<file path="src/rtl/cad_pkg.sv">
package cad_pkg;

    typedef enum logic [1:0] {
        KIND_RANDOM      = 2'b00,
        KIND_COMPARE     = 2'b01,
        KIND_WRITE_FREE  = 2'b10,
        KIND_MATCH_RW    = 2'b11
    } cyc_kind_e;

    typedef enum logic [1:0] {
        CLS_ORDINARY = 2'b00,
        CLS_OWNER    = 2'b01,
        CLS_DEFER    = 2'b10,
        CLS_MISS     = 2'b11
    } res_cls_e;

endpackage

</file>
<file path="src/rtl/cad_resolve.sv">
module cad_resolve
    import cad_pkg::*;
#(
    parameter int AW = 13
) (
    input  logic [1:0]    kind,
    input  logic [AW-1:0] addr_in,
    input  logic          local_hit,
    input  logic          higher_has_result,
    input  logic          lowest_prio,
    output res_cls_e      nxt_cls,
    output logic [AW-1:0] nxt_addr
);
    cyc_kind_e kind_e;

    always_comb begin
        kind_e   = cyc_kind_e'(kind);
        nxt_addr = addr_in;
        unique case (kind_e)
            KIND_RANDOM: nxt_cls = CLS_ORDINARY;
            KIND_COMPARE, KIND_WRITE_FREE: begin
                if (higher_has_result)  nxt_cls = CLS_DEFER;
                else if (local_hit)     nxt_cls = CLS_OWNER;
                else if (lowest_prio)   nxt_cls = CLS_MISS;
                else                    nxt_cls = CLS_DEFER;
            end
            KIND_MATCH_RW: begin
                if (!higher_has_result && local_hit) nxt_cls = CLS_OWNER;
                else                                 nxt_cls = CLS_DEFER;
            end
            default: nxt_cls = CLS_ORDINARY;
        endcase
    end

endmodule

</file>
<file path="src/rtl/cad_fsm.sv">
module cad_fsm
    import cad_pkg::*;
#(
    parameter int AW = 13
) (
    input  logic          clk,
    input  logic          rst_n,
    input  logic          strobe_n,
    input  logic          cyc_valid,
    input  res_cls_e      nxt_cls,
    input  logic [AW-1:0] nxt_addr,
    output res_cls_e      state,
    output logic [AW-1:0] held_addr
);
    res_cls_e      pend_cls;
    logic [AW-1:0] pend_addr;
    res_cls_e      next_state;
    logic [AW-1:0] next_addr;

    // staging register: last captured cycle wins
    always_ff @(posedge clk) begin
        if (!rst_n) begin
            pend_cls  <= CLS_ORDINARY;
            pend_addr <= '0;
        end else if (cyc_valid) begin
            pend_cls  <= nxt_cls;
            pend_addr <= nxt_addr;
        end
    end

    // state register
    always_ff @(posedge clk) begin
        if (!rst_n) begin
            state     <= CLS_ORDINARY;
            held_addr <= '0;
        end else begin
            state     <= next_state;
            held_addr <= next_addr;
        end
    end

    // transitions: every state moves to the pending class when the strobe is high
    always_comb begin
        next_state = state;
        next_addr  = held_addr;
        unique case (state)
            CLS_ORDINARY, CLS_OWNER, CLS_DEFER, CLS_MISS: begin
                if (strobe_n) begin
                    next_state = pend_cls;
                    next_addr  = pend_addr;
                end
            end
            default: next_state = CLS_ORDINARY;
        endcase
    end

endmodule

</file>
<file path="src/rtl/cad_drive.sv">
module cad_drive
    import cad_pkg::*;
#(
    parameter int AW = 13
) (
    input  res_cls_e      state,
    input  logic [AW-1:0] held_addr,
    input  logic          oe_n,
    output logic [AW-1:0] addr_out,
    output logic          addr_drive
);
    localparam logic [AW-1:0] ALL_ONES = {AW{1'b1}};

    always_comb begin
        addr_out   = held_addr;
        addr_drive = 1'b0;
        unique case (state)
            CLS_ORDINARY: addr_drive = !oe_n;
            CLS_OWNER:    addr_drive = 1'b1;
            CLS_DEFER:    addr_drive = 1'b0;
            CLS_MISS: begin
                addr_drive = 1'b1;
                addr_out   = ALL_ONES;
            end
            default:      addr_drive = 1'b0;
        endcase
    end

endmodule

</file>
<file path="src/rtl/cascade_addr_driver.sv">
module cascade_addr_driver
    import cad_pkg::*;
#(
    parameter int AW = 13,
    parameter int KW = 2
) (
    input  logic          clk,
    input  logic          rst_n,
    input  logic          strobe_n,
    input  logic          cyc_valid,
    input  logic [KW-1:0] cyc_kind,
    input  logic [AW-1:0] addr_in,
    input  logic          local_hit,
    input  logic          higher_has_result,
    input  logic          lowest_prio,
    input  logic          oe_n,
    output logic [AW-1:0] addr_out,
    output logic          addr_drive
);
    res_cls_e      nxt_cls;
    logic [AW-1:0] nxt_addr;
    res_cls_e      cur_cls;
    logic [AW-1:0] held_addr;

    cad_resolve #(.AW(AW)) u_resolve (
        .kind              (cyc_kind[1:0]),
        .addr_in           (addr_in),
        .local_hit         (local_hit),
        .higher_has_result (higher_has_result),
        .lowest_prio       (lowest_prio),
        .nxt_cls           (nxt_cls),
        .nxt_addr          (nxt_addr)
    );

    cad_fsm #(.AW(AW)) u_fsm (
        .clk       (clk),
        .rst_n     (rst_n),
        .strobe_n  (strobe_n),
        .cyc_valid (cyc_valid),
        .nxt_cls   (nxt_cls),
        .nxt_addr  (nxt_addr),
        .state     (cur_cls),
        .held_addr (held_addr)
    );

    cad_drive #(.AW(AW)) u_drive (
        .state      (cur_cls),
        .held_addr  (held_addr),
        .oe_n       (oe_n),
        .addr_out   (addr_out),
        .addr_drive (addr_drive)
    );

endmodule

</file>
<file path="config.mk">
export PLATFORM = sky130hd
export DESIGN_NAME = cascade_addr_driver
export DESIGN_NICKNAME = d
export VERILOG_FILES = /design/src/rtl/cad_pkg.sv /design/src/rtl/cad_resolve.sv /design/src/rtl/cad_fsm.sv /design/src/rtl/cad_drive.sv /design/src/rtl/cascade_addr_driver.sv
export SDC_FILE = /design/constraint.sdc
export NUM_CORES = 1
export LEC_CHECK = 0
export BUFFER_PORTS_ARGS = -buffer_cell sky130_fd_sc_hd__buf_2
export CAP_MARGIN = 15
export CORE_MARGIN = 3
export CORE_UTILIZATION = 41
export CTS_BUF_LIST = sky130_fd_sc_hd__clkbuf_8
export CTS_CLUSTER_DIAMETER = 120
export DETAILED_ROUTE_END_ITERATION = 12
export PLACE_DENSITY = 0.71
export RECOVER_POWER = 50
export SYNTH_ARGS = -nofsm -noshare
export SYNTH_HDL_FRONTEND = slang
export SYNTH_HIERARCHICAL = 1
export SYNTH_SLANG_ARGS = --single-unit
export TNS_END_PERCENT = 20
</file>
<file path="constraint.sdc">
create_clock -name clk -period 2.68 [get_ports clk]
set_clock_uncertainty 0.2 [all_clocks]
set_input_delay 0.536 -clock clk [delete_from_list [all_inputs] [get_ports clk]]
set_output_delay 0.536 -clock clk [all_outputs]
set_load 0.03 [all_outputs]
</file>
==> key figures, run 1 <==
Run status
  – Status: finished clean

Clock network
  – Hold Buf Count CTS: 0
  – Reg clk slew, reported paths: roughly 60 ps
  – CTS max path bufs: 2
  – CTS root buffer: clkbuf_8
  – Worst-Skew Late Latency: ~280 ps
  – Inserted Clock Buffers: 5
  – Postcts setup bufs: 0
  – Post-CTS Resized: 0
  – Clk sinks: 30
  – Htree depth: 2
  – CTS tree: built

Power
  – Register share of total power: 0.506
  – Cell-internal power: about 0.00073 W
  – Power density cells: roughly 600 nW/um^2
  – Net Sw Frac: 0.237
  – VDD IR max: roughly 0.31 mV
  – Clock Power Share: 0.374
  – LEAKAGE: 0.836 nW
  – Comb power frac: 0.120
  – Switching power: 0.000225 W

GRT
  – GR peak layer: met2
  – Global-route total usage across every layer: 0.127
  – First-pass GRT wire length: slightly above 4 mm
  – Overflow after GRT: 0
  – Initial antenna violation count: 0
  – Number of global-route vias before repair: 912
  – Met2 usage: 0.193
  – Met3 global-route usage: 0.0564
  – Largest net degree at the start of global routing: 31
  – GR Layer Usage met1: 0.151

Routing
  – DRT iter0 DRCs: 24
  – Final WL: between 2 and 3 mm
  – Vias: slightly above 900
  – Drt pass-1 iters: 4
  – DR vias/cell: around 4.5
  – DR DRC count: 0
  – ANT nets after route: 0
  – Routed length per instance: approximately 12 um

Cells and area
  – Multi-input logic area: ~660 sq um
  – Fill count: ~330
  – Register area: between 600 and 700 sq um
  – Antenna Cells: 0
  – Fin area: between 1500 and 2000 sq um
  – Finished Layout Cells: roughly 200
  – Most common cell after layout, fill and taps aside: buf_2
  – Share of cells above drive strength 1: 0.291
  – Area Growth Syn to Fin: 9.08%
  – Most frequent cells in the layout: buf_2 (34), nor2b_1 (31), mux2i_1 (30), dfxtp_1 (30), a21o_1 (9)
  – Layout Nets: around 180

Timing
  – Final min period: 2080 ps
  – Number of hold violations in the final report: 0
  – Max Transition Viols Final: 0
  – Setup TNS: 0 ps
  – Setup violators final: 0
  – Slew HR: 0.285
  – Worst-Margin Slew: approximately 1100 ps
  – Fin crit share: 0.778
  – Max Fclk: around 480 MHz
  – RSZ-0062 raised after global routing: false

Placement
  – Placed Cells incl. Taps: about 200
  – GP Congestion: 0.675
  – Placed Area: roughly 1500 sq um
  – PortBufs: 36
  – Post-DP HPWL: about 1.8 mm

Die
  – Die ar.: approximately 4300 sq um
  – # rows: 21
  – DIE WIDTH: 65.7 um
  – Die Height: ~66 um
  – Num ports: 37
  – Initial Utilization: 0.431
  – Core area: between 3000 and 4000 sq um

Critical path
  – Required @ worst endpoint: between 1500 and 2000 ps
  – Setup Crit Path Kind: flop to output port
  – Endpoint type of the worst setup path: output port
  – Crit path arrival time: 1350 ps
  – Startpoint type of the worst setup path: flop
  – Peak fanout along the critical path: 15

Yosys
  – Count of unique library cells instantiated by Yosys: 17
  – Sequential element share of the synthesized area: 0.411
  – Cells after Synth: roughly 140
  – Net Count, Synth: around 160
  – #FFs+latches synth: 30
  – Mapped Area: ~1500 sq um
  – Mean area per synthesized cell: approximately 11 sq um
  – Yosys warnings: 6
  – Post-synth top area cell: dfxtp_1
  – Area share of the largest cell type after synthesis: 0.411
  – Synth area leaders: dfxtp_1 (41%), mux2i_1 (21%), nor2b_1 (13%)

Min path
  – Hold Path Class: input port to flop

Run
  – Max_cap viols: 0
-- through the flow --
| stage | setup slack, ps | total power [W] | hold WS, ps | utilization |
|---|---|---|---|---|
| global placement | 929 | 0.000602 | 299 | 0.444 |
| CTS | 560 | 0.000967 | 311 | 0.471 |
| floorplan | 941 | 0.000593 | 282 | - |
| global route | 481 | 0.00100 | 332 | 0.470 |
| finish | 596 | 0.000951 | 320 | 0.470 |
| detailed placement | 873 | 0.000606 | 306 | 0.444 |
-- state kept, by name, indices dropped and copies added, names as in the netlist --
name             cells
u_fsm/held_addr     13
u_fsm/pend_addr     13
u_fsm/pend_cls       2
u_fsm/state          2
-- path summary, 6_finish.rpt --
check / start / depth (start not counted) / slack [ps] / end
min reg2reg: u_fsm/held_addr[3]$_SDFFE_PN0P_ / 2 / 320 / u_fsm/held_addr[3]$_SDFFE_PN0P_
max: u_fsm/state[1]$_SDFFE_PN0P_ / 2 / 600 / addr_out[8]
min: addr_in[11] / 3 / 320 / u_fsm/pend_addr[11]$_SDFFE_PN0P_
max reg2reg: u_fsm/state[1]$_SDFFE_PN0P_ / 2 / 1480 / u_fsm/state[1]$_SDFFE_PN0P_
-- worst max-delay path, cell delays in order, from the launching register on --
cell,delay (ps)
dfxtp_1,660
a21o_2,220
buf_2,190
-- Yosys cell counts --
| master | n |
|---|---|
| buf_6 | 4 |
| buf_12 | 2 |
| o21bai_1 | 1 |
| o21ai_1 | 1 |
| a211oi_2 | 1 |
| a21o_1 | 9 |
| clkbuf_1 | 3 |
| buf_4 | 13 |
| nand2_1 | 1 |
| inv_1 | 2 |
| mux2i_1 | 30 |
| nor3_1 | 1 |
| dfxtp_1 | 30 |
| nor2b_1 | 31 |
| ha_1 | 2 |
| a21o_2 | 4 |
| nor2_1 | 1 |
-- metal layers --
layer | routed length (um) | share of wire | vias up
met3 | 132 | 0.053 | 3
met1 | 1130 | 0.45 | 407
li1 | - | - | 481
met2 | 1210 | 0.48 | 24
met4 | 34 | 0.014 | 0
met5 | 0 | 0 | -
-- logic make-up (layout without fill, tap and decap cells) --
group,after synthesis,after routing,synth area share
multiplexers,30,30,0.205
buffers and inverters,24,46,0.138
flip-flops,30,30,0.411
adder cells (fa/ha/maj),2,2,0.0171
AND/OR/NAND/NOR,34,34,0.141
AO/OA/AOI/OAI,16,16,0.0873
-- cell type report --
cell class / count / area share
multi-input combinational: 82 / 0.414
sequential: 30 / 0.377
timing repair buffer: 36 / 0.111
clock buffer: 6 / 0.0518
tap: 46 / 0.0361
clock inverter: 2 / 0.00549
inverter: 2 / 0.00471
-- power groups by stage --
| stage | Clock, W | Combinational (W) | Sequential (W) |
|---|---|---|---|
| 2_1_floorplan | 0 | 0.000109 | 0.000485 |
| 5_1_grt | 0.000393 | 0.000126 | 0.000484 |
| 4_1_cts | 0.000370 | 0.000116 | 0.000481 |
| 3_5_place_dp | 0 | 0.000115 | 0.000491 |
| 6_report | 0.000356 | 0.000114 | 0.000481 |
| 3_3_place_gp | 0 | 0.000112 | 0.000490 |
(Power assumes the default switching activity.)
==> run 2: changes to the inputs <==
==> constraint.sdc (replaced) <==
create_clock -name clk -period 2.1 [get_ports clk]
set_clock_uncertainty 0.2 [all_clocks]
set_input_delay 0.42 -clock clk [delete_from_list [all_inputs] [get_ports clk]]
set_output_delay 0.42 -clock clk [all_outputs]
set_load 0.03 [all_outputs]
==> key figures, run 2 (synthesis results as in run 1) <==
Timing
  – Final min period: 1950 ps
  – Setup violators final: 0 (unchanged)
  – Slew HR: 0.243 (was 0.285)
  – Number of hold violations in the final report: 0 (unchanged)
  – Max Transition Viols Final: 0 (unchanged)
  – Worst-Margin Slew: 1140 ps (was 1070 ps)
  – Fin crit share: 0.926
  – Max Fclk: a little over 500 MHz
  – Setup TNS: 0 ps (unchanged)
  – RSZ-0062 raised after global routing: false (unchanged)

GRT
  – First-pass GRT wire length: 4.08 mm (was 4.07 mm)
  – Overflow after GRT: 0 (unchanged)
  – Largest net degree at the start of global routing: 31 (unchanged)
  – Global-route total usage across every layer: 0.126 (was 0.127)
  – Initial antenna violation count: 0 (unchanged)
  – Number of global-route vias before repair: 926 (was 912)

Power
  – LEAKAGE: 0.841 nW (was 0.836 nW)
  – VDD IR max: 0.378 mV (was 0.307 mV)
  – Power density cells: 759 nW/um^2 (was 596 nW/um^2)

Cells and area
  – Largest registers: u_fsm/held_addr (13), u_fsm/pend_addr (13) (unchanged)
  – Area Growth Syn to Fin: 9.59% (was 9.08%)
  – Share of cells above drive strength 1: 0.296 (was 0.291)
  – Layout Nets: 183 (was 182)
  – Fill count: 319 (was 327)
  – Antenna Cells: 0 (unchanged)
  – Final Util: 0.472 (was 0.470)
  – Most frequent cells in the layout: buf_2 (34), nor2b_1 (31), mux2i_1 (30), dfxtp_1 (30), a21o_1 (9) (unchanged)
  – Most common cell after layout, fill and taps aside: buf_2 (unchanged)

Clock network
  – CTS tree: built (unchanged)
  – Reg clk slew, reported paths: 60 ps (about the same)
  – Clk sinks: 30 (unchanged)
  – Worst-Skew Late Latency: 270 ps (was 280 ps)
  – Htree depth: 2 (unchanged)
  – Post-CTS Resized: 0 (unchanged)
  – Postcts setup bufs: 0 (unchanged)
  – CTS root buffer: clkbuf_8 (unchanged)
  – CTS max path bufs: 2 (unchanged)
  – Inserted Clock Buffers: 5 (unchanged)
  – Hold Buf Count CTS: 0 (unchanged)

Placement
  – Post-DP HPWL: 1.75 mm (was 1.79 mm)
  – GP Congestion: 0.686 (was 0.675)
  – PortBufs: 36 (unchanged)

Die
  – DIE WIDTH: 65.7 um (unchanged)
  – # rows: 21 (unchanged)
  – Initial Utilization: 0.431 (unchanged)
  – Num ports: 37 (unchanged)
  – Core area: 3390 sq um (unchanged)
  – Die Height: 65.7 um (unchanged)
  – Die ar.: 4320 sq um (unchanged)

Routing
  – DRT iter0 DRCs: 29 (was 24)
  – Drt pass-1 iters: 4 (unchanged)
  – Routed length per instance: 12.1 um (was 12.3 um)
  – Vias: 925 (was 915)
  – ANT nets after route: 0 (unchanged)
  – Final WL: 2.49 mm (was 2.50 mm)
  – DR vias/cell: 4.51 (was 4.49)
  – DR DRC count: 0 (unchanged)

Min path
  – Hold Path Class: input port to flop (unchanged)

Run
  – Max_cap viols: 0 (unchanged)

Critical path
  – Endpoint type of the worst setup path: output port (unchanged)
  – R2R Setup Slk: 910 ps (was 1480 ps)
  – Required @ worst endpoint: 1480 ps (was 1940 ps)
  – Crit path arrival time: 1330 ps (was 1350 ps)
  – Peak fanout along the critical path: 15 (unchanged)
  – Startpoint type of the worst setup path: flop (unchanged)
  – Setup Crit Path Kind: flop to output port (unchanged)

Run status
  – Status: finished clean (unchanged)
-- run 2: cell types whose count changed in the layout (fill, tap and decap cells not counted) --
cell and change:
buf_4 +1
-- run 2: critical path, cell delays in order (launching register included) --
cell,delay [ps]
dfxtp_1,650
a21o_2,210
buf_2,190
-- run 2: path summary, 6_finish.rpt --
check / from / endpoint / depth (start not counted)
worst max register to register: u_fsm/state[1]$_SDFFE_PN0P_ / u_fsm/state[1]$_SDFFE_PN0P_ / 2
worst max-delay path: u_fsm/state[1]$_SDFFE_PN0P_ / addr_out[4] / 2
worst min register to register: u_fsm/pend_addr[12]$_SDFFE_PN0P_ / u_fsm/pend_addr[12]$_SDFFE_PN0P_ / 2
worst min-delay path: addr_in[8] / u_fsm/pend_addr[8]$_SDFFE_PN0P_ / 3
-- run 2: area by class of cell --
cell class / count / area, sq um / share of cell area
inverter: 2 / 7.51 / 0.00469
multi-input combinational: 82 / 659 / 0.412
sequential: 30 / 601 / 0.375
clock inverter: 2 / 8.76 / 0.00547
clock buffer: 6 / 82.6 / 0.0516
timing repair buffer: 37 / 185 / 0.116
tap: 46 / 57.6 / 0.0359
-- run 2: power by group --
| group | leakage [nW] | internal, W | switching, W |
|---|---|---|---|
| registers | 0.246 | 0.000596 | 0.0000158 |
| logic | 0.543 | 0.0000723 | 0.0000762 |
| clock network | 0.0524 | 0.000259 | 0.000196 |
| total | 0.841 | 0.000927 | 0.000288 |
-- run 2: metrics by stage --
stage | setup WS, ps | hold slack [ps] | cell area [sq um] | power (W) | std cells
CTS | 129 | 195 | 1600 | 0.00124 | 205
floorplan | 518 | 282 | 1460 | 0.000757 | 136
global placement | 457 | 297 | 1510 | 0.000769 | 197
detailed placement | 439 | 307 | 1510 | 0.000774 | 197
finish | 155 | 201 | 1600 | 0.00122 | 205
global route | 35.0 | 208 | 1600 | 0.00128 | 205
-- run 2: routing by layer --
metal  GRT usage  share of wire  up-vias  wire (um)
met1       0.141           0.45      414       1120
met3      0.0513          0.046        4        115
met2       0.209           0.49       24       1230
met4      0.0544          0.011        0         27
li1            -              -      483          -
met5           0              0        -          0
